### src/rtl/gcd_pkg.sv
`timescale 1ns/1ps
package gcd_pkg;
  localparam int STATE_BITS = 4;

  typedef enum logic [STATE_BITS-1:0] {
    ST_IDLE  = 4'd0,
    ST_LOADX = 4'd1,
    ST_LOADY = 4'd2,
    ST_CMP   = 4'd3,
    ST_SUBY  = 4'd4,
    ST_SUBX  = 4'd5,
    ST_OUT   = 4'd6
  } gcd_state_e;

  typedef struct packed {
    logic xSel;
    logic xLd;
    logic ySel;
    logic yLd;
    logic dLd;
  } gcd_strobe_t;
endpackage

### src/rtl/gcd_ctrl.sv
`timescale 1ns/1ps
module gcd_ctrl
  import gcd_pkg::*;
(
  input  logic        clk,
  input  logic        rstN,
  input  logic        startReq,
  input  logic        xNeqY,
  input  logic        xLtY,
  input  logic        xZero,
  input  logic        yZero,
  output gcd_strobe_t strobe
);
  gcd_state_e state, stateNext;

  always_ff @(posedge clk or negedge rstN) begin
    if (!rstN) state <= ST_IDLE;
    else       state <= stateNext;
  end

  always_comb begin
    stateNext = state;
    strobe    = '0;
    case (state)
      ST_IDLE:  if (startReq) stateNext = ST_LOADX;
      ST_LOADX: begin
        strobe.xLd = 1'b1;
        stateNext  = ST_LOADY;
      end
      ST_LOADY: begin
        strobe.yLd = 1'b1;
        stateNext  = ST_CMP;
      end
      ST_CMP: begin
        if (xZero || yZero || !xNeqY) stateNext = ST_OUT;
        else if (xLtY)                stateNext = ST_SUBY;
        else                          stateNext = ST_SUBX;
      end
      ST_SUBY: begin
        strobe.ySel = 1'b1;
        strobe.yLd  = 1'b1;
        stateNext   = ST_CMP;
      end
      ST_SUBX: begin
        strobe.xSel = 1'b1;
        strobe.xLd  = 1'b1;
        stateNext   = ST_CMP;
      end
      ST_OUT: begin
        strobe.dLd = 1'b1;
        stateNext  = ST_IDLE;
      end
      default: stateNext = ST_IDLE;
    endcase
  end

  // idle with no request stays idle
  a_r2_idle_hold: assert property (@(posedge clk) disable iff (!rstN)
    (state == ST_IDLE && !startReq) |=> (state == ST_IDLE));

  // at most one register is loaded per cycle
  a_r5_one_load: assert property (@(posedge clk) disable iff (!rstN)
    $onehot0({strobe.xLd, strobe.yLd, strobe.dLd}));
endmodule

### src/rtl/gcd_dpath.sv
`timescale 1ns/1ps
module gcd_dpath
  import gcd_pkg::*;
#(
  parameter int WIDTH = 16
) (
  input  logic             clk,
  input  logic             rstN,
  input  gcd_strobe_t      strobe,
  input  logic [WIDTH-1:0] opA,
  input  logic [WIDTH-1:0] opB,
  output logic             xNeqY,
  output logic             xLtY,
  output logic             xZero,
  output logic             yZero,
  output logic [WIDTH-1:0] gcdOut,
  output logic             done
);
  localparam logic [WIDTH-1:0] ZERO = '0;

  logic [WIDTH-1:0] xReg, yReg, xNext, yNext, dNext;

  assign xNext = strobe.xSel ? (xReg - yReg) : opA;
  assign yNext = strobe.ySel ? (yReg - xReg) : opB;
  assign dNext = xZero ? yReg : xReg;

  assign xNeqY = (xReg != yReg);
  assign xLtY  = (xReg < yReg);
  assign xZero = (xReg == ZERO);
  assign yZero = (yReg == ZERO);

  always_ff @(posedge clk or negedge rstN) begin
    if (!rstN) begin
      xReg   <= '0;
      yReg   <= '0;
      gcdOut <= '0;
      done   <= 1'b0;
    end else begin
      if (strobe.xLd) xReg <= xNext;
      if (strobe.yLd) yReg <= yNext;
      if (strobe.dLd) gcdOut <= dNext;
      done <= strobe.dLd;
    end
  end

  // a subtraction is only taken from the strictly larger value
  a_r4_no_underflow_x: assert property (@(posedge clk) disable iff (!rstN)
    (strobe.xLd && strobe.xSel) |-> (xReg > yReg));
  a_r4_no_underflow_y: assert property (@(posedge clk) disable iff (!rstN)
    (strobe.yLd && strobe.ySel) |-> (yReg > xReg));

  // output is loaded only once the loop has converged or a zero was seen
  a_r4_load_when_equal: assert property (@(posedge clk) disable iff (!rstN)
    strobe.dLd |-> (xZero || yZero || (xReg == yReg)));

  // done lasts one cycle
  a_r5_done_pulse: assert property (@(posedge clk) disable iff (!rstN)
    done |=> !done);

  // result is held between loads
  a_r6_result_hold: assert property (@(posedge clk) disable iff (!rstN)
    !strobe.dLd |=> $stable(gcdOut));
endmodule

### src/rtl/gcd_engine.sv
`timescale 1ns/1ps
module gcd_engine
  import gcd_pkg::*;
#(
  parameter int WIDTH = 16
) (
  input  logic             clk,
  input  logic             rstN,
  input  logic             startReq,
  input  logic [WIDTH-1:0] opA,
  input  logic [WIDTH-1:0] opB,
  output logic [WIDTH-1:0] gcdOut,
  output logic             done
);
  gcd_strobe_t strobe;
  logic xNeqY, xLtY, xZero, yZero;

  gcd_ctrl uCtrl (
    .clk(clk), .rstN(rstN), .startReq(startReq),
    .xNeqY(xNeqY), .xLtY(xLtY), .xZero(xZero), .yZero(yZero),
    .strobe(strobe)
  );

  gcd_dpath #(.WIDTH(WIDTH)) uDpath (
    .clk(clk), .rstN(rstN), .strobe(strobe),
    .opA(opA), .opB(opB),
    .xNeqY(xNeqY), .xLtY(xLtY), .xZero(xZero), .yZero(yZero),
    .gcdOut(gcdOut), .done(done)
  );
endmodule

### config.mk
export PLATFORM = sky130hd
export DESIGN_NAME = gcd_engine
export DESIGN_NICKNAME = d
export VERILOG_FILES = /design/src/rtl/gcd_pkg.sv /design/src/rtl/gcd_ctrl.sv /design/src/rtl/gcd_dpath.sv /design/src/rtl/gcd_engine.sv
export SDC_FILE = /design/constraint.sdc
export NUM_CORES = 1
export LEC_CHECK = 0
export CAP_MARGIN = 5
export CORE_MARGIN = 2
export CORE_UTILIZATION = 50
export DETAILED_ROUTE_END_ITERATION = 6
export PLACE_DENSITY = 0.78
export SYNTH_ARGS = -nofsm -noshare
export SYNTH_HDL_FRONTEND = slang
export SYNTH_SLANG_ARGS = --single-unit
### constraint.sdc
create_clock -name clk -period 5.1 [get_ports clk]
set_input_delay 1.53 -clock clk [delete_from_list [all_inputs] [get_ports clk]]
set_output_delay 1.53 -clock clk [all_outputs]
set_load 0.1 [all_outputs]
==> reports/summary.txt <==
crit start category = register
height of the die = 92.46 um
initial antenna violation count = 0
die area = 8549 um^2
sequential cell area fraction in the yosys report = 0.3326
# nets final = 575
ratio of cells with drive above 1 in the final layout = 0.04134
Clock Skew = 0.006435 ns
Vias = 3,540
First DRT Iteration DRCs = 226
crit path time final = 3.360 ns
cell row count = 32
Final Max Slew Viols = 0
WL final = 10.28 mm
outcome = completed
synth warn = 0
final hold vios = 0
first-pass GRT wire length = 17.20 mm
WL/cell = 16.85 um
register bit total from synthesis = 52
max_cap viols = 0
WP buf/inv = 1
crit-path cells = clkdlybuf4s50_1
port buffer count = 51
post_cts resized = 0
gr ovfl total = 0
Remaining DRCs = 0
Final Setup Violations = 0
worst-path fanout max = 2
area grow syn2layout = 15.48%
clock-pin slew on the worst setup and hold paths = 0.10 ns
Max-Slew Margin vs Limit = 0.3120
core footprint = 7647 um^2
EDFF count, synth = 0
gp weighted congestion = 0.9331
CTS tree = built
DR pass1 iterations = 5
CP delay by family, top = buffers and inverters
Antenna diodes = 0
Clk Latency, worst-skew pair = 0.32 ns
syn_nets = 544
post-detail-place hpwl = 7.824 mm
Num CTS Buffers = 5
global-route usage over all layers = 0.2553
Clock Path Buffers = 2
arrival time at the worst endpoint = 1.83 ns
Cells after Synth = 476
Post-Layout Inst Area = 4518 um^2
Unique masters post-synth = 58
most common cell after layout, fill and taps aside = a21oi_1
Place WS = 2.087 ns
most frequent cells in the layout = a21oi_1, dfrtp_1, clkdlybuf4s50_1
async set-reset flop share out of synthesis = 1.000
vias in the first global route = 3,552
Multi-input gate area = 2342 um^2
worst min-delay path class = reg2reg
Die W = 92.46 um
largest net degree at the start of global routing = 53
root buffer cell = clkbuf_8
Layout fillers = 694
postcts setup bufs = 0
setup TNS = 0 ns
mapped cell area = 3913 um^2
Via density = 5.803
Post-CTS Hold Buffers = 0
Mean Syn Cell Area = 8.220 um^2
slowest cell on the critical path = clkdlybuf4s50_1
critical path type = reg2out
CTS H-tree lvls = 2
RSZ-0062 raised after global routing = false
Initial Util = 0.5116
Worst Tran Pin Value = 1.032 ns
post-route setup slack = 1.740 ns
Routed Antenna Nets = 0
final period utilization = 0.6587
Fmax = 297.7 MHz
CP peak stage delay = 1.13 ns
Req. time, crit path = 3.57 ns
Top FF cell, synth = dfrtp_1
Cell Area, Placed = 4427 um^2
Ports = 52
# clock sinks = 52
crit end category = output port
Storage cell area = 1301 um^2
-- cell type report --
type / count / area share
multi-input combinational: 360 / 0.5184
sequential: 52 / 0.2880
timing repair buffer: 54 / 0.1169
inverter: 34 / 0.02825
tap: 102 / 0.02825
clock buffer: 5 / 0.01523
clock inverter: 3 / 0.004985
-- cells in the mapped netlist (4+ instances only) --
| cell type | number | share of area |
|---|---|---|
| xnor2_1 | 7 | 0.016 |
| nor4_1 | 9 | 0.014 |
| nand3_1 | 4 | 0.0051 |
| clkbuf_1 | 15 | 0.014 |
| dfrtp_1 | 52 | 0.33 |
| o21ai_0 | 47 | 0.060 |
| a21o_1 | 12 | 0.023 |
| a21oi_1 | 62 | 0.079 |
| nor2b_1 | 9 | 0.014 |
| nor2_1 | 29 | 0.028 |
| nand2_1 | 49 | 0.047 |
| buf_2 | 9 | 0.012 |
| xor2_1 | 15 | 0.034 |
| ha_1 | 31 | 0.099 |
| mux2i_1 | 6 | 0.015 |
| o31ai_1 | 4 | 0.0077 |
| a22oi_1 | 9 | 0.017 |
| nor3_1 | 5 | 0.0064 |
| nand2b_1 | 7 | 0.011 |
| inv_1 | 34 | 0.033 |
| a211oi_1 | 5 | 0.0096 |
-- final timing paths --
kind                                          startpoint                      endpoint  slack (ns)  cells after the start
setup / recovery           uDpath.gcdOut[14]$_DFFE_PN0P_                    gcdOut[14]        1.74                      1
hold / removal              uDpath.gcdOut[1]$_DFFE_PN0P_  uDpath.gcdOut[1]$_DFFE_PN0P_        0.49                      2
setup reg to reg              uDpath.xReg[0]$_DFFE_PN0P_   uDpath.xReg[12]$_DFFE_PN0P_        2.41                     10
hold reg to reg             uDpath.gcdOut[1]$_DFFE_PN0P_  uDpath.gcdOut[1]$_DFFE_PN0P_        0.49                      2
max in group asynchronous                           rstN    uDpath.xReg[9]$_DFFE_PN0P_        3.33                      2
min in group asynchronous                           rstN    uDpath.yReg[3]$_DFFE_PN0P_        1.32                      2
-- logic make-up after synthesis --
logic type,count (synthesis),share of synthesized area
mux,6,0.01535
fa+ha+maj,33,0.1094
simple gates,129,0.1570
flops,52,0.3326
xor+xnor,22,0.04925
compound gates,170,0.2664
buf+inv,64,0.07003
-- routing by layer --
| layer | wire length, um | vias to the layer above | global-route usage |
|---|---|---|---|
| met1 | 4443 | 1700 | 0.3248 |
| met3 | 547 | 15 | 0.04231 |
| met5 | 0 | - | 0 |
| met4 | 153 | 0 | 0.07960 |
| li1 | - | 1729 | - |
| met2 | 5132 | 96 | 0.4434 |
-- through the flow --
step	cells	utilization	hold slack, ns
final	610	0.5908	0.4924
after global routing	610	0.5908	0.5295
after CTS	610	0.5908	0.4972
after detailed placement	602	0.5789	0.4734
after global placement	602	0.5789	0.4629
after floorplan	476	-	0.4983
-- flip-flops by register name, indices dropped and copies added, names as in the netlist --
name and count:
uDpath.gcdOut 16, uDpath.xReg 16, uDpath.yReg 16, uCtrl.state 3, uDpath.done 1
Power is left out: the tool's default activity adds up to more than one toggle a clock period on the data nets, which glitch-free logic cannot reach.
